--- src/rtl/scrub_pkg.sv ---
package scrub_pkg;
  localparam int DATA_W = 32;
  localparam int CHK_W  = 7;
  localparam int CW_W   = DATA_W + CHK_W;

  typedef enum logic [2:0] {ST_IDLE, ST_SEL, ST_RD, ST_CHK, ST_GAP} scrub_st_t;

  typedef struct packed {
    logic       single;
    logic       dbl;
    logic [5:0] bitn;
  } ecc_res_t;

  // Hamming position (1-based, skipping powers of two) of data bit i.
  function automatic logic [5:0] hpos(int i);
    logic [5:0] r;
    int k;
    r = '0;
    k = 0;
    for (int p = 3; p < 39; p++) begin
      if ((p & (p - 1)) != 0) begin
        if (k == i) r = p[5:0];
        k++;
      end
    end
    return r;
  endfunction

  // Check bits: [5:0] Hamming parities, [6] overall parity of the codeword.
  function automatic logic [CHK_W-1:0] ecc_gen(logic [DATA_W-1:0] d);
    logic [CHK_W-1:0] c;
    logic [5:0] pp;
    c = '0;
    for (int i = 0; i < DATA_W; i++) begin
      pp = hpos(i);
      for (int k = 0; k < 6; k++)
        if (pp[k]) c[k] = c[k] ^ d[i];
    end
    c[6] = (^d) ^ (^c[5:0]);
    return c;
  endfunction

  // Codeword bit addressed by a nonzero syndrome, 63 if none.
  function automatic logic [5:0] syn_to_bit(logic [5:0] syn);
    logic [5:0] r;
    r = 6'd63;
    for (int i = 0; i < DATA_W; i++)
      if (hpos(i) == syn) r = 6'(i);
    for (int k = 0; k < 6; k++)
      if (syn == 6'(1 << k)) r = 6'(32 + k);
    return r;
  endfunction

  function automatic ecc_res_t ecc_check(logic [CW_W-1:0] cw);
    ecc_res_t r;
    logic [CHK_W-1:0] g;
    logic [5:0] syn;
    logic [5:0] pos;
    g   = ecc_gen(cw[DATA_W-1:0]);
    syn = g[5:0] ^ cw[DATA_W+5:DATA_W];
    pos = syn_to_bit(syn);
    r   = '0;
    if (^cw) begin
      if (syn == 6'd0) begin
        r.single = 1'b1;
        r.bitn   = 6'd38;
      end else if (pos == 6'd63) begin
        r.dbl = 1'b1;
      end else begin
        r.single = 1'b1;
        r.bitn   = pos;
      end
    end else if (syn != 6'd0) begin
      r.dbl = 1'b1;
    end
    return r;
  endfunction
endpackage

--- src/rtl/scrub_timer.sv ---
module scrub_timer #(
  parameter int PERIOD = 500_000_000,
  parameter int TSW    = 32
) (
  input  logic           clk,
  input  logic           rst_n,
  output logic           tick,
  output logic [TSW-1:0] ts
);
  localparam int TCW = $clog2(PERIOD + 1);

  logic [TCW-1:0] tcnt;

  assign tick = (tcnt == TCW'(PERIOD - 1));

  always_ff @(posedge clk or negedge rst_n) begin
    if (!rst_n) begin
      tcnt <= '0;
      ts   <= '0;
    end else begin
      tcnt <= tick ? '0 : tcnt + 1'b1;
      ts   <= ts + 1'b1;
    end
  end
endmodule

--- src/rtl/scrub_regtab.sv ---
module scrub_regtab #(
  parameter int AW   = 16,
  parameter int NREG = 8,
  localparam int IW  = $clog2(NREG)
) (
  input  logic                     clk,
  input  logic                     rst_n,
  input  logic                     cfg_we,
  input  logic [IW-1:0]            cfg_idx,
  input  logic [AW-1:0]            cfg_base,
  input  logic [AW-1:0]            cfg_len,
  input  logic                     cfg_valid,
  input  logic                     cfg_periodic,
  output logic [NREG-1:0][AW-1:0]  t_base,
  output logic [NREG-1:0][AW-1:0]  t_len,
  output logic [NREG-1:0]          t_valid,
  output logic [NREG-1:0]          t_periodic
);
  for (genvar g = 0; g < NREG; g++) begin : g_ent
    always_ff @(posedge clk or negedge rst_n) begin
      if (!rst_n) begin
        t_base[g]     <= '0;
        t_len[g]      <= '0;
        t_valid[g]    <= 1'b0;
        t_periodic[g] <= 1'b0;
      end else if (cfg_we && cfg_idx == IW'(g)) begin
        t_base[g]     <= cfg_base;
        t_len[g]      <= cfg_len;
        t_valid[g]    <= cfg_valid;
        t_periodic[g] <= cfg_periodic;
      end
    end
  end
endmodule

--- src/rtl/scrub_engine.sv ---
module scrub_engine
  import scrub_pkg::*;
#(
  parameter int AW        = 16,
  parameter int NREG      = 8,
  parameter int TSW       = 32,
  parameter int BASE_ADDR = 0,
  parameter int BASE_LEN  = 4096,
  localparam int IW       = $clog2(NREG),
  localparam int CURW     = $clog2(NREG + 2)
) (
  input  logic                     clk,
  input  logic                     rst_n,
  input  logic                     tick,
  input  logic [TSW-1:0]           ts,
  input  logic [NREG-1:0][AW-1:0]  t_base,
  input  logic [NREG-1:0][AW-1:0]  t_len,
  input  logic [NREG-1:0]          t_valid,
  input  logic [NREG-1:0]          t_periodic,
  input  logic                     chk_req,
  input  logic [IW-1:0]            chk_idx,
  input  logic [CW_W-1:0]          mem_rdata,
  output logic                     s_own,
  output logic                     s_req,
  output logic                     s_we,
  output logic [AW-1:0]            s_addr,
  output logic [CW_W-1:0]          s_wdata,
  output logic                     busy,
  output logic                     ev_double,
  output logic                     rpt_valid,
  output logic                     rpt_uncorr,
  output logic [AW+1:0]            rpt_byte_addr,
  output logic [5:0]               rpt_bit,
  output logic [TSW-1:0]           rpt_time
);
  scrub_st_t       st;
  logic            per_pend, mode_per;
  logic [NREG-1:0] dem_pend;
  logic [CURW-1:0] cur;
  logic [AW-1:0]   waddr;
  logic [AW:0]     wleft;
  logic [IW-1:0]   dem_sel, ent;
  logic            in_tab, take, ev_chk, ev_single;
  ecc_res_t        dec;

  always_comb begin
    dem_sel = '0;
    for (int i = NREG - 1; i >= 0; i--)
      if (dem_pend[i]) dem_sel = IW'(i);
  end

  assign ent    = IW'(cur - 1'b1);
  assign in_tab = (cur != '0) && (int'(cur) <= NREG);
  assign take   = in_tab && t_valid[ent] && (t_periodic[ent] || !mode_per) && (t_len[ent] != '0);

  assign dec       = ecc_check(mem_rdata);
  assign ev_chk    = (st == ST_CHK);
  assign ev_single = ev_chk && dec.single;
  assign ev_double = ev_chk && dec.dbl;

  assign busy    = (st != ST_IDLE);
  assign s_own   = (st == ST_RD) || ev_chk;
  assign s_req   = (st == ST_RD) || ev_single;
  assign s_we    = ev_single;
  assign s_addr  = waddr;
  assign s_wdata = mem_rdata ^ (CW_W'(1) << dec.bitn);

  always_ff @(posedge clk or negedge rst_n) begin
    if (!rst_n) begin
      st <= ST_IDLE; per_pend <= 1'b0; mode_per <= 1'b0; dem_pend <= '0;
      cur <= '0; waddr <= '0; wleft <= '0;
      rpt_valid <= 1'b0; rpt_uncorr <= 1'b0; rpt_byte_addr <= '0; rpt_bit <= '0; rpt_time <= '0;
    end else begin
      rpt_valid <= 1'b0;
      case (st)
        ST_IDLE: begin
          if (per_pend) begin
            per_pend <= 1'b0; mode_per <= 1'b1; cur <= '0; st <= ST_SEL;
          end else if (|dem_pend) begin
            dem_pend[dem_sel] <= 1'b0; mode_per <= 1'b0;
            cur <= CURW'(dem_sel) + 1'b1; st <= ST_SEL;
          end
        end
        ST_SEL: begin
          if (cur == '0) begin
            waddr <= AW'(BASE_ADDR); wleft <= (AW+1)'(BASE_LEN); st <= ST_RD;
          end else if (take) begin
            waddr <= t_base[ent]; wleft <= {1'b0, t_len[ent]}; st <= ST_RD;
          end else if (mode_per && in_tab) begin
            cur <= cur + 1'b1;
          end else begin
            st <= ST_IDLE;
          end
        end
        ST_RD: st <= ST_CHK;
        ST_CHK: begin
          if (dec.single || dec.dbl) begin
            rpt_valid     <= 1'b1;
            rpt_uncorr    <= dec.dbl;
            rpt_bit       <= dec.bitn;
            rpt_byte_addr <= {waddr, 2'b00};
            rpt_time      <= ts;
          end
          waddr <= waddr + 1'b1;
          wleft <= wleft - 1'b1;
          st    <= ST_GAP;
        end
        ST_GAP: begin
          if (wleft != '0) st <= ST_RD;
          else if (mode_per) begin
            cur <= cur + 1'b1; st <= ST_SEL;
          end else st <= ST_IDLE;
        end
        default: st <= ST_IDLE;
      endcase
      if (tick) per_pend <= 1'b1;
      if (chk_req) dem_pend[chk_idx] <= 1'b1;
    end
  end

  // an expiry is never lost: it is pending or a sweep is running
  assert_tick_kept_R1: assert property (@(posedge clk) disable iff (!rst_n)
    tick |=> (per_pend || busy));
  // a repaired word is reported next cycle with an in-range bit number
  assert_fix_reported_R3: assert property (@(posedge clk) disable iff (!rst_n)
    ev_single |=> (rpt_valid && !rpt_uncorr && rpt_bit <= 6'd38));
  // reports only come out of a running sweep
  assert_no_idle_report_R3: assert property (@(posedge clk) disable iff (!rst_n)
    !busy |-> !rpt_valid);
  // the port is released after every checked word
  assert_port_gap_R8: assert property (@(posedge clk) disable iff (!rst_n)
    ev_chk |=> !s_own);
endmodule

--- src/rtl/mem_scrub.sv ---
module mem_scrub
  import scrub_pkg::*;
#(
  parameter int AW        = 16,
  parameter int NREG      = 8,
  parameter int PERIOD    = 500_000_000,
  parameter int TSW       = 32,
  parameter int BASE_ADDR = 0,
  parameter int BASE_LEN  = 4096,
  localparam int IW       = $clog2(NREG)
) (
  input  logic            clk,
  input  logic            rst_n,
  input  logic            host_req,
  input  logic            host_we,
  input  logic [AW-1:0]   host_addr,
  input  logic [38:0]     host_wdata,
  output logic            host_gnt,
  output logic            mem_req,
  output logic            mem_we,
  output logic [AW-1:0]   mem_addr,
  output logic [38:0]     mem_wdata,
  input  logic [38:0]     mem_rdata,
  input  logic            cfg_we,
  input  logic [IW-1:0]   cfg_idx,
  input  logic [AW-1:0]   cfg_base,
  input  logic [AW-1:0]   cfg_len,
  input  logic            cfg_valid,
  input  logic            cfg_periodic,
  input  logic            chk_req,
  input  logic [IW-1:0]   chk_idx,
  output logic            scrub_busy,
  output logic            rpt_valid,
  output logic            rpt_uncorr,
  output logic [AW+1:0]   rpt_byte_addr,
  output logic [5:0]      rpt_bit,
  output logic [TSW-1:0]  rpt_time
);
  logic                    tick;
  logic [TSW-1:0]          ts;
  logic [NREG-1:0][AW-1:0] t_base, t_len;
  logic [NREG-1:0]         t_valid, t_periodic;
  logic                    s_own, s_req, s_we, ev_double;
  logic [AW-1:0]           s_addr;
  logic [CW_W-1:0]         s_wdata;

  scrub_timer #(.PERIOD(PERIOD), .TSW(TSW)) u_timer (
    .clk(clk), .rst_n(rst_n), .tick(tick), .ts(ts));

  scrub_regtab #(.AW(AW), .NREG(NREG)) u_tab (
    .clk(clk), .rst_n(rst_n), .cfg_we(cfg_we), .cfg_idx(cfg_idx),
    .cfg_base(cfg_base), .cfg_len(cfg_len), .cfg_valid(cfg_valid),
    .cfg_periodic(cfg_periodic), .t_base(t_base), .t_len(t_len),
    .t_valid(t_valid), .t_periodic(t_periodic));

  scrub_engine #(.AW(AW), .NREG(NREG), .TSW(TSW), .BASE_ADDR(BASE_ADDR),
                 .BASE_LEN(BASE_LEN)) u_eng (
    .clk(clk), .rst_n(rst_n), .tick(tick), .ts(ts),
    .t_base(t_base), .t_len(t_len), .t_valid(t_valid), .t_periodic(t_periodic),
    .chk_req(chk_req), .chk_idx(chk_idx), .mem_rdata(mem_rdata),
    .s_own(s_own), .s_req(s_req), .s_we(s_we), .s_addr(s_addr), .s_wdata(s_wdata),
    .busy(scrub_busy), .ev_double(ev_double),
    .rpt_valid(rpt_valid), .rpt_uncorr(rpt_uncorr), .rpt_byte_addr(rpt_byte_addr),
    .rpt_bit(rpt_bit), .rpt_time(rpt_time));

  // Fixed priority: the scrubber owns the port while reading and checking a word.
  assign host_gnt  = host_req && !s_own;
  assign mem_req   = s_own ? s_req   : host_req;
  assign mem_we    = s_own ? s_we    : host_we;
  assign mem_addr  = s_own ? s_addr  : host_addr;
  assign mem_wdata = s_own ? s_wdata : host_wdata;

  // an uncorrectable word is never written back
  assert_no_write_double_R5: assert property (@(posedge clk) disable iff (!rst_n)
    ev_double |-> !mem_we);
endmodule

--- config.mk ---
export PLATFORM = sky130hd
export DESIGN_NAME = mem_scrub
export DESIGN_NICKNAME = d
export VERILOG_FILES = /design/src/rtl/scrub_pkg.sv /design/src/rtl/scrub_timer.sv /design/src/rtl/scrub_regtab.sv /design/src/rtl/scrub_engine.sv /design/src/rtl/mem_scrub.sv
export SDC_FILE = /design/constraint.sdc
export NUM_CORES = 1
export LEC_CHECK = 0
export BUFFER_PORTS_ARGS = -buffer_cell sky130_fd_sc_hd__buf_2
export CAP_MARGIN = 15
export CORE_MARGIN = 3
export CORE_UTILIZATION = 64
export CTS_BUF_LIST = sky130_fd_sc_hd__clkbuf_4 sky130_fd_sc_hd__clkbuf_8 sky130_fd_sc_hd__clkbuf_16
export DETAILED_ROUTE_END_ITERATION = 10
export HOLD_SLACK_MARGIN = 0.05
export PLACE_DENSITY = 0.93
export SYNTH_ARGS = -nofsm -noshare
export SYNTH_HDL_FRONTEND = slang
export SYNTH_SLANG_ARGS = --single-unit
--- constraint.sdc ---
create_clock -name clk -period 10.1 [get_ports clk]
set_input_delay 1.01 -clock clk [delete_from_list [all_inputs] [get_ports clk]]
set_output_delay 1.01 -clock clk [all_outputs]
set_load 0.02 [all_outputs]
Yosys cells after proc, flatten, opt, wreduce, memory -nomap -nowiden
Index checks and enable logic that the tools add are counted.

Output and inout bits: 117. Register bits after elaboration: 439.

Bitwise gates (word level): 89. Reductions and logical operators: 43. Order comparisons: 6. Multiplexer cells: 105. Shifts and indexed selects: 1. $add $sub $neg: 7. Equal/unequal tests: 59.

Operators by type and width (number): 6-bit 2-to-1 mux (41); 16-bit binary-select mux with 3-bit select (2); 5-bit by 6-bit equality test with 1-bit output, first input constant (15); 1-bit bitwise XOR (84); 16-bit 2-to-1 mux (5); 4-bit by 6-bit equality test with 1-bit output, first input constant (7); 3-bit 2-to-1 mux (13); 39-bit 2-to-1 mux (1); 39-bit parity (1); 1-bit by 6-bit << shifter with 39-bit output, first input constant (1); 39-bit bitwise XOR (1); 6-bit equality test, first input constant (6); 17-bit 2-to-1 mux (2); 17-bit one-hot mux with 2 select lines (1); 32-bit by 1-bit adder with 32-bit output, second input constant (1); 8-bit 2-to-1 mux (4); 16-bit one-hot mux with 2 select lines (1); 29-bit by 1-bit adder with 29-bit output, second input constant (1); 29-bit equality test, second input constant (1); 29-bit 2-to-1 mux (1); 4-bit 2-to-1 mux (7); 1-bit 2-to-1 mux (20); 3-bit by 6-bit equality test with 1-bit output, first input constant (3); 1-bit logical AND (17); 45 further kinds (74).

Longest topological paths before layout
Gate-level depths: netlist (run 1).

Depth after elaboration: 64. Mapped depth: 19. Gate-level depth less buffers: 13.

By module
From an unflattened synthesis (run 1), not the netlist that was laid out.

Cell total of the unflattened synthesis: 1888. Area, all modules: 23137.2 sq um.

By module, submodules not included: scrub_regtab (area each 10179.8 sq um, instances 1, cells an instance 583, seq. area each 6806.5 sq um); scrub_engine (area each 9297.7 sq um, instances 1, cells an instance 962, seq. area each 2652.5 sq um); scrub_timer (area each 2895.3 sq um, instances 1, cells an instance 279, seq. area each 1526.5 sq um); mem_scrub (area each 764.5 sq um, instances 1, cells an instance 64, seq. area each 0.0 sq um).

Least setup slack after synthesis (run 1)
OpenSTA, ideal clock, no wires.

Path kind: input port to output port. Start: in mem_rdata[7]. End: out mem_wdata[16]. Data required time: 9.090 ns. Slack: 4.341 ns. Cell stages on the path: 10. Arrival: 4.749 ns. Path buffers: 1. Cell sequence: xnor3_1 -> xnor2_1 -> xnor3_2 -> xor2_4 -> nand2_2 -> a221o_1 -> a221oi_4 -> or4b_1 -> clkbuf_1 -> o311ai_0.

Longest elaborated chain between the ends: 62.

RTL lines: start: declaration (line mem_scrub.sv:23) `input logic [38:0] mem_rdata,`; 1-bit bitwise XOR (15 in a row) (line scrub_pkg.sv:37) `if (pp[k]) c[k] = c[k] ^ d[i];`; 6-bit bitwise XOR (line scrub_pkg.sv:60) `syn = g[5:0] ^ cw[DATA_W+5:DATA_W];`; 2-bit by 6-bit equality test with 1-bit output (line scrub_pkg.sv:48) `if (hpos(i) == syn) r = 6'(i);`; 6-bit 2-to-1 mux (32 in a row) (line scrub_pkg.sv:48); 6-bit 2-to-1 mux (6 in a row) (line scrub_pkg.sv:50) `if (syn == 6'(1 << k)) r = 6'(32 + k);`; 6-bit equality test (line scrub_pkg.sv:67) `end else if (pos == 6'd63) begin`; 6-bit 2-to-1 mux (line scrub_pkg.sv:67); 6-bit 2-to-1 mux (line scrub_pkg.sv:64) `if (syn == 6'd0) begin`; 6-bit 2-to-1 mux * (line scrub_pkg.sv:63) `if (^cw) begin`; 1-bit by 6-bit << shifter with 39-bit output * (line scrub_engine.sv:66) `assign s_wdata = mem_rdata ^ (CW_W'(1) << dec.bitn);`; 39-bit bitwise XOR * (line scrub_engine.sv:66); 39-bit 2-to-1 mux * (line mem_scrub.sv:71) `assign mem_wdata = s_own ? s_wdata : host_wdata;`; end: declaration (line mem_scrub.sv:22) `output logic [38:0] mem_wdata,`.

Every way passes the cells marked *; elsewhere a longest branch is shown, timed or not.

Final worst setup path (run 1)
Start: in mem_rdata[7]. End: out mem_wdata[32].

The elaborated chain is that of the path after synthesis.

==> results.sh, run 1 <==
export IMPL_critical_path_required_ps=9090
export IMPL_path_clk_slew_ps=60
export IMPL_cp_arrival_ps=5550
export IMPL_post_route_min_period_ps=6560
export IMPL_num_rows=67
export IMPL_grt_max_degree=190
export IMPL_die_h_um=193
export IMPL_p_total_w=0.00787
export IMPL_h_tree_depth=2
export IMPL_synth_distinct_cells=74
export IMPL_grt_pass1_wl_um=99600
export IMPL_crit_path_max_fanout=10
export IMPL_final_nets=2246
export IMPL_status="complete, no violations"
export IMPL_clockBufferDepth=3
export IMPL_worst_path_largest_cell_delay_ps=870
export IMPL_track_usage_pct=34.9
export IMPL_cts_resized=0
export IMPL_ff2ff_path_depth=12
export IMPL_final_hold_viol_count=0
export IMPL_critPathLaunchType="input pin"
export IMPL_yosys_area_top_type="dfrtp_1"
export IMPL_dpl_hpwl_um=41000
export IMPL_core_area_mm2=0.0340
export IMPL_r2r_end="u_eng.wleft[13]$_DFFE_PN0P_"
export IMPL_cts_tree="yes"
export IMPL_final_util_pct=75.2
export IMPL_routedWlPerCell_um=25.0
export IMPL_drc=0
export IMPL_ctsHoldBuffers=0
export IMPL_vias=17100
export IMPL_synthesis_area_mm2=0.0224
export IMPL_pre_cts_ws_ps=3660
export IMPL_yosys_top_cells_count="dfrtp_1, mux2_2, nand2_1"
export IMPL_io_pins=257
export IMPL_clock_skew_ps=17.4
export IMPL_final_setup_viol_count=0
export IMPL_crit_buf_inv=2
export IMPL_path_cells="buf_2 -> xnor3_1 -> xnor2_1 -> xnor3_2 -> xor2_1 -> xnor2_1 -> a221o_1 -> a221o_1 -> o211ai_1 -> o21ai_0 -> a31oi_1 -> buf_2"
export IMPL_via_per_inst=6.60
export IMPL_crit_family="compound AO/OA/AOI/OAI gates"
export IMPL_grt_remaining_overflow=0
export IMPL_postRouteAntennaNets=0
export IMPL_synth_avg_cell_area_um2=11.9
export IMPL_path_class="input pin to primary output"
export IMPL_ys_ff_latch=439
export IMPL_drt_total_wl_um=64600
export IMPL_p_per_area_mw_per_mm2=308
export IMPL_max_cap_violations=0
export IMPL_yosysMostFrequentCell="dfrtp_1"
export IMPL_cp_end_kind="primary output"
export IMPL_synthTopCellsByArea="dfrtp_1, mux2_2, mux4_2, nand2_1, xnor2_1"
export IMPL_numCtsBuffers=45
export IMPL_hp_class="input pin to asynchronous set/reset pin"
export IMPL_fin_crit_sh_pct=65.0
export IMPL_die_w_um=193
export IMPL_cts_root_buf="clkbuf_16"
export IMPL_start_util_pct=65.8
export IMPL_vdd_drop_max_mv=0.294
export IMPL_port_buffers=254
export IMPL_insertion_delay_ps=570
export IMPL_critPathSlowestCell="o211ai_1"
export IMPL_synth_ff_type="dfrtp_1"
export IMPL_dieArea_mm2=0.0373
export IMPL_max_slew_margin_rel_pct=20.7
export IMPL_routabilityCongestion=0.979
export IMPL_drive_gt1_share_pct=37.2
export IMPL_dr_pass1_iters=7
export IMPL_async_flop_share_pct=100
export IMPL_ys_seq_area_share_pct=49.1
export IMPL_fin_tns_setup_ps=0
export IMPL_r2r_slack_ps=4440
export IMPL_p_leak_nw=11.4
export IMPL_synth_warnings=0
export IMPL_cts_setup_buffers=0
export IMPL_r2r_start="u_eng.cur[0]$_DFFE_PN0P_"
export IMPL_synth_edf_count=0
export IMPL_finalMaxSlewViolations=0
export IMPL_grt_pass1_vias=17800
export IMPL_cts_sinks=439
export IMPL_grt_antenna_before_repair=9
export IMPL_setup_ws_ps=3540
export IMPL_area_growth_syn_to_layout_pct=14.3
export IMPL_worst_slew_pin_slew_ps=1160
export IMPL_fmax_mhz=152
export IMPL_drt_initial_drc_count=1548
export IMPL_synth_top_area_share_pct=49.1
export IMPL_synth_cells=1876
export IMPL_rsz0062_at_grt="false"
[cell families after synthesis]
family / after synthesis / share of synthesized area [%]
AO/OA/AOI/OAI: 256 / 7.62
AND/OR/NAND/NOR: 513 / 10.7
multiplexers: 396 / 23.3
adder cells (fa/ha/maj): 10 / 0.542
XOR/XNOR: 138 / 6.63
buffers and inverters: 123 / 2.15
flip-flops: 439 / 49.1
other: 1 / 0.0167
[stage by stage]
| step | std cells | hold slack [ps] | cell area, um2 |
|---|---|---|---|
| after CTS | 2575 | 470 | 25600 |
| after global placement | 2497 | 457 | 24100 |
| after detailed placement | 2497 | 469 | 24100 |
| after floorplan | 1877 | 438 | 22400 |
| after global routing | 2581 | 493 | 25600 |
| final | 2584 | 455 | 25600 |
[metal layers]
layer / GRT usage [%] / share of wire [%]
met5: 0 / 0.063
met2: 59.1 / 50
met3: 9.71 / 9.5
met1: 41.6 / 36
met4: 16.8 / 4.5
[layout make-up]
type                            count  area (um2)
Multi-Input combinational cell   1315       11000
Sequential cell                   439       11000
Fill cell                        2039        8450
Timing Repair Buffer              275        1450
Clock buffer                       67        1370
Tap cell                          448         561
Clock inverter                     11         121
Inverter                           22        82.6
Antenna cell                        7        17.5
[state kept, by name (all words and copies together), names as in the netlist]
| name | count |
|---|---|
| u_timer.tcnt | 29 |
| u_tab.t_base | 128 |
| u_eng.per_pend | 1 |
| u_eng.mode_per | 1 |
| u_eng.wleft | 17 |
| u_eng.rpt_byte_addr | 16 |
| u_tab.t_len | 128 |
| u_eng.st | 3 |
| u_timer.ts | 32 |
| u_eng.rpt_bit | 6 |
| u_eng.cur | 4 |
| u_eng.rpt_uncorr | 1 |
| u_tab.t_periodic | 8 |
| u_eng.dem_pend | 8 |
| u_eng.rpt_valid | 1 |
| u_eng.s_addr | 16 |
| u_eng.rpt_time | 32 |
| u_tab.t_valid | 8 |
[layout by cell type, fill, tap and decap left out, types with 5 or more instances in the layout]
cell / instances
a31o_2: 5
nand4_1: 15
or2_2: 5
a31oi_1: 23
xnor3_1: 7
and4_1: 7
and3_1: 23
a21oi_1: 68
nor2_1: 96
xor2_1: 31
o211ai_1: 23
a221o_1: 7
nand3_1: 58
clkbuf_16: 45
a21o_1: 11
diode_2: 7
o31ai_1: 15
xnor2_1: 82
nor3_1: 13
o21ai_0: 53
buf_2: 253
mux2_2: 323
clkbuf_8: 12
clkbuf_4: 10
dfrtp_1: 438
xnor2_2: 7
or3_1: 27
nand2_1: 218
buf_4: 20
o311ai_0: 16
inv_1: 22
mux4_2: 68
ha_1: 7
nand2b_1: 5
mux2i_1: 5
clkinv_2: 6
or4_1: 11
nor4_1: 13
[power by group]
| part | switching, W | internal (W) | total (W) | leakage (nW) |
|---|---|---|---|---|
| combinational | 0.00229 | 0.00141 | 0.00370 | 5.24 |
| clock | 0.000695 | 0.000986 | 0.00168 | 0.746 |
| sequential | 0.000341 | 0.00215 | 0.00249 | 5.43 |
[worst max path at each step]
stage | slack [ps] | startpoint | cells past startpoint | to
3_3_place_gp | 3810 | mem_rdata[13] | 12 | mem_wdata[2]
3_5_place_dp | 3660 | mem_rdata[13] | 12 | mem_wdata[2]
4_1_cts | 3670 | mem_rdata[13] | 12 | mem_wdata[2]
5_1_grt | 3340 | mem_rdata[7] | 12 | mem_wdata[1]
2_1_floorplan | 4340 | mem_rdata[7] | 10 | mem_wdata[16]
6_report | 3540 | mem_rdata[7] | 12 | mem_wdata[32]
No activity file was read; power rests on OpenSTA's default activity.
==> run 2, diff against run 1 <==
Settings changed: CORE_UTILIZATION 64 to 59, PLACE_DENSITY 0.93 to 0.87.
Clock period 10.1 ns to 6.4 ns, I/O delays scaled along.
==> run 2 against run 1 <==
Effect of this change:
- total power increased by 55%
- clock skew decreased by 9.6 ps
- die area increased by 8.2%
- worst hold slack got worse by 330 ps
- non-clock buffer count increased by 7
- highest routed layer unchanged
- wire length decreased by 7.2%
- sequential cell count unchanged
- via count decreased by 2.9%
- core utilization decreased by 5.8 points
==> results.sh, run 2 (synthesis gave the netlist of run 1 again) <==
export IMPL_clkPwrFrac_pct=21.3
export IMPL_cts_resized=0
export IMPL_critPathLaunchType="input pin"
export IMPL_critical_path_required_ps=5760
export IMPL_grt_pass1_vias=17100
export IMPL_grt_remaining_overflow=0
export IMPL_io_pins=257
export IMPL_core_area_mm2=0.0370
export IMPL_numCtsBuffers=43
export IMPL_port_buffers=254
export IMPL_start_util_pct=60.4
export IMPL_cts_sinks=439
export IMPL_cts_setup_buffers=0
export IMPL_dp_cells=2562
export IMPL_final_nets=2251
export IMPL_grt_antenna_before_repair=9
export IMPL_path_clk_slew_ps=60
export IMPL_fin_tns_setup_ps=0
export IMPL_cp_arrival_ps=4950
export IMPL_layout_common_cells="dfrtp_1, mux2_2, buf_2"
export IMPL_drt_initial_drc_count=1379
export IMPL_die_h_um=201
export IMPL_switchingPower_w=0.00502
export IMPL_final_common_cell="dfrtp_1"
export IMPL_routabilityCongestion=0.946
export IMPL_clock_skew_ps=7.84
export IMPL_drive_gt1_share_pct=37.4
export IMPL_vias=16600
export IMPL_clockBufferDepth=3
export IMPL_cp_end_kind="primary output"
export IMPL_cts_tree="yes"
export IMPL_insertion_delay_ps=540
export IMPL_routedWlPerCell_um=22.7
export IMPL_finalMaxSlewViolations=0
export IMPL_post_route_min_period_ps=5590
export IMPL_reg_top3="u_tab.t_base (128), u_tab.t_len (128)"
export IMPL_final_hold_viol_count=0
export IMPL_final_cells=2644
export IMPL_die_w_um=201
export IMPL_dieArea_mm2=0.0403
export IMPL_area_growth_syn_to_layout_pct=14.8
export IMPL_crit_path_max_fanout=8
export IMPL_final_setup_viol_count=0
export IMPL_ctsHoldBuffers=0
export IMPL_p_per_area_mw_per_mm2=476
export IMPL_h_tree_depth=2
export IMPL_grt_max_degree=155
export IMPL_max_cap_violations=0
export IMPL_postRouteAntennaNets=0
export IMPL_cts_root_buf="clkbuf_16"
export IMPL_vdd_drop_max_mv=0.297
export IMPL_drt_total_wl_um=59900
export IMPL_hp_class="input pin to asynchronous set/reset pin"
export IMPL_p_sw_share_pct=41.0
export IMPL_via_per_inst=6.27
export IMPL_dpl_hpwl_um=40300
export IMPL_status="complete, no violations"
export IMPL_fin_crit_sh_pct=87.3
export IMPL_drc=0
export IMPL_internal_power_w=0.00721
export IMPL_combPwrFrac_pct=47.4
export IMPL_p_leak_nw=11.5
export IMPL_pwr_share_seq_pct=31.3
export IMPL_dr_pass1_iters=6
export IMPL_fmax_mhz=179
export IMPL_num_rows=70
export IMPL_rsz0062_at_grt="false"
export IMPL_path_class="input pin to primary output"
export IMPL_max_slew_margin_rel_pct=26.2
export IMPL_grt_pass1_wl_um=95200
export IMPL_worst_slew_pin_slew_ps=1110
export IMPL_track_usage_pct=29.4
-- run 2: changes by cell type in the layout (fill, tap and decap cells not counted), sizes merged --
cell    before  now
buf        275  282
bufinv       2    3
clkbuf      67   65
clkinv       7    8
diode        7    4
-- run 2: per-layer routing --
metal  vias up  GRT usage (%)  part of all wire (%)
li1       7300              -                     -
met1      8420           38.4                    40
met2       682           49.9                    49
met3       165           4.93                   6.2
met4        10           10.8                   3.8
met5         -              0                  0.11
-- run 2: layout make-up --
type                       instances  area (um2)
tap                              504         631
antenna                            4        10.0
multi-input combinational       1315       11000
timing repair buffer             282        1530
sequential                       439       11000
inverter                          22        82.6
clock inverter                    13         145
fill                            2533       11300
clock buffer                      65        1330
-- run 2: power groups by stage --
| stage | Sequential (W) | Combinational, W | Clock (W) |
|---|---|---|---|
| 2_1_floorplan | 0.00379 | 0.00399 | 0 |
| 3_3_place_gp | 0.00380 | 0.00554 | 0 |
| 3_5_place_dp | 0.00385 | 0.00568 | 0 |
| 4_1_cts | 0.00382 | 0.00575 | 0.00263 |
| 5_1_grt | 0.00390 | 0.00622 | 0.00275 |
| 6_report | 0.00383 | 0.00580 | 0.00260 |
-- run 2: worst max-delay path, cell delays in order --
cell	delay (ps)
buf_2	120
xnor3_1	400
xnor2_1	280
xnor3_2	590
xor2_4	330
nand2_2	150
a221o_1	530
a2111oi_4	460
o211ai_1	470
or4_1	600
a31oi_1	180
buf_2	190
-- run 2: final timing paths --
check | cells past startpoint | slack [ps] | startpoint | end
setup / recovery | 12 | 810 | mem_rdata[7] | mem_wdata[5]
hold / removal | 1 | 120 | rst_n | u_tab.t_len[63]$_DFFE_PN0P_
setup reg to reg | 12 | 1910 | u_eng.cur[1]$_DFFE_PN0P_ | u_eng.cur[0]$_DFFE_PN0P_
hold reg to reg | 1 | 480 | u_timer.tcnt[4]$_DFF_PN0_ | u_timer.tcnt[4]$_DFF_PN0_
max in group asynchronous | 2 | 4960 | rst_n | u_tab.t_base[50]$_DFFE_PN0P_
min in group clk | 2 | 330 | chk_idx[1] | u_eng.dem_pend[0]$_DFF_PN0_
-- run 2: stage by stage --
stage | util (%) | instance area, um2 | hold WS [ps] | worst slack, ps | power (W)
6_report | 69.4 | 25700 | 121 | 813 | 0.0122
5_1_grt | 69.4 | 25700 | 180 | 522 | 0.0129
4_1_cts | 69.4 | 25700 | 163 | 798 | 0.0122
3_5_place_dp | 65.4 | 24200 | 469 | 825 | 0.00954
3_3_place_gp | 65.4 | 24200 | 455 | 962 | 0.00934
2_1_floorplan | - | 22400 | 344 | 1310 | 0.00779
==> run 3, diff against run 2 <==
Settings changed: CORE_UTILIZATION 59 to 64, PLACE_DENSITY 0.87 to 0.93.
Clock period 6.4 ns to 6.95 ns, I/O delays scaled along.
==> run 3 against run 2 <==
Effect of this change:
- sequential power fell by 6.0%
- final area is 0.23% lower
- clock skew increased by 12 ps
- total power decreased by 6.4%
- critical path type unchanged
==> results.sh, run 3 (synthesis gave the netlist of run 1 again) <==
export IMPL_status="complete, no violations"
export IMPL_final_nets=2250
export IMPL_reg_top3="u_tab.t_base (128), u_tab.t_len (128)"
export IMPL_startpoint="mem_rdata[7]"
export IMPL_h_tree_depth=2
export IMPL_grt_remaining_overflow=0
export IMPL_routabilityCongestion=0.974
export IMPL_multi_input_comb_area_mm2=0.0110
export IMPL_numCtsBuffers=44
export IMPL_routedWlPerCell_um=24.3
export IMPL_cts_root_buf="clkbuf_16"
export IMPL_max_cap_violations=0
export IMPL_p_per_area_mw_per_mm2=446
export IMPL_insertion_delay_ps=560
export IMPL_port_buffers=254
export IMPL_area_growth_syn_to_layout_pct=14.5
export IMPL_p_total_w=0.0114
export IMPL_cts_setup_buffers=0
export IMPL_grt_antenna_before_repair=8
export IMPL_drt_total_wl_um=62900
export IMPL_vias=17100
export IMPL_ff2ff_path_depth=12
export IMPL_drt_initial_drc_count=1548
export IMPL_critical_path_required_ps=6250
export IMPL_vdd_drop_max_mv=0.393
export IMPL_clockBufferDepth=3
export IMPL_grt_pass1_vias=17400
export IMPL_num_rows=67
export IMPL_seq_area_mm2=0.0110
export IMPL_cp_arrival_ps=5320
export IMPL_worst_slew_pin_slew_ps=1150
export IMPL_dpl_hpwl_um=40200
export IMPL_crit_path_max_fanout=8
export IMPL_cts_resized=0
export IMPL_die_h_um=193
export IMPL_max_slew_margin_rel_pct=21.6
export IMPL_fill_cells=1990
export IMPL_final_common_cell="dfrtp_1"
export IMPL_via_per_inst=6.58
export IMPL_start_util_pct=65.8
export IMPL_post_route_min_period_ps=6010
export IMPL_ctsHoldBuffers=0
export IMPL_critPathLaunchType="input pin"
export IMPL_cts_sinks=439
export IMPL_layout_common_cells="dfrtp_1, mux2_2, buf_2"
export IMPL_postRouteAntennaNets=0
export IMPL_path_class="input pin to primary output"
export IMPL_finalMaxSlewViolations=0
export IMPL_core_area_mm2=0.0340
export IMPL_track_usage_pct=34.2
export IMPL_dieArea_mm2=0.0373
export IMPL_drive_gt1_share_pct=37.4
export IMPL_r2r_slack_ps=1350
export IMPL_final_setup_viol_count=0
export IMPL_fin_crit_sh_pct=86.5
export IMPL_path_clk_slew_ps=60
export IMPL_grt_max_degree=139
export IMPL_fin_tns_setup_ps=0
export IMPL_cts_tree="yes"
export IMPL_clock_skew_ps=19.4
export IMPL_grt_pass1_wl_um=97900
export IMPL_fin_hold_ws_ps=264
export IMPL_final_hold_viol_count=0
export IMPL_die_w_um=193
export IMPL_hp_class="input pin to asynchronous set/reset pin"
export IMPL_cp_end_kind="primary output"
export IMPL_fmax_mhz=166
export IMPL_p_leak_nw=11.5
export IMPL_drc=0
export IMPL_io_pins=257
export IMPL_rsz0062_at_grt="false"
export IMPL_r2r_start="u_eng.cur[0]$_DFFE_PN0P_"
export IMPL_dr_pass1_iters=7
run 3: cell count changes in the layout (fill, tap and decap cells not counted):
cell	before	now
clkbuf_8	8	13
clkbuf_4	12	9
diode_2	4	7
buf_12	3	1
clkinv_2	8	9
clkinvlp_4	2	1
run 3: final timing paths:
| path | end |
|---|---|
| max | mem_wdata[13] |
| min | u_tab.t_base[121]$_DFFE_PN0P_ |
| max reg2reg | u_eng.wleft[13]$_DFFE_PN0P_ |
| min reg2reg | u_timer.tcnt[4]$_DFF_PN0_ |
| max in group asynchronous | u_timer.tcnt[26]$_DFF_PN0_ |
| min in group clk | u_eng.dem_pend[0]$_DFF_PN0_ |
run 3: critical path, cell delays in order:
cell and delay (ps):
buf_2 130, xnor3_1 410, xnor2_1 240, xnor3_2 590, xor2_4 320, nand2_2 150
a221o_1 530, a221o_1 390, o211ai_1 910, o21ai_0 220, a31oi_1 460, buf_2 260
run 3: cell type report:
cell class                 count  share of cell area (%)
multi-input combinational   1315                    42.9
sequential                   439                    42.8
timing repair buffer         280                    5.80
clock buffer                  67                    5.35
tap                          448                    2.19
clock inverter                13                   0.556
inverter                      22                   0.322
antenna                        7                  0.0683
run 3: where the power goes:
| part | internal, W | switching [W] |
|---|---|---|
| Clock | 0.00147 | 0.000990 |
| Sequential | 0.00312 | 0.000482 |
| Combinational | 0.00208 | 0.00330 |
| Total | 0.00667 | 0.00477 |
run 3: metrics by stage:
stage / instance area [um2] / setup WS, ps / std cells / util [%]
2_1_floorplan: 22400 / 1820 / 1877 / -
3_3_place_gp: 24100 / 1420 / 2503 / 70.8
3_5_place_dp: 24100 / 1360 / 2503 / 70.8
4_1_cts: 25600 / 1330 / 2583 / 75.3
5_1_grt: 25600 / 734 / 2587 / 75.3
6_report: 25700 / 936 / 2591 / 75.4
run 3: routing by layer:
| layer | GRT usage, % | share of wire [%] |
|---|---|---|
| met2 | 57.8 | 50 |
| met1 | 41.7 | 37 |
| met4 | 14.7 | 4.2 |
| met3 | 9.00 | 8.9 |
| met5 | 0.796 | 0.076 |
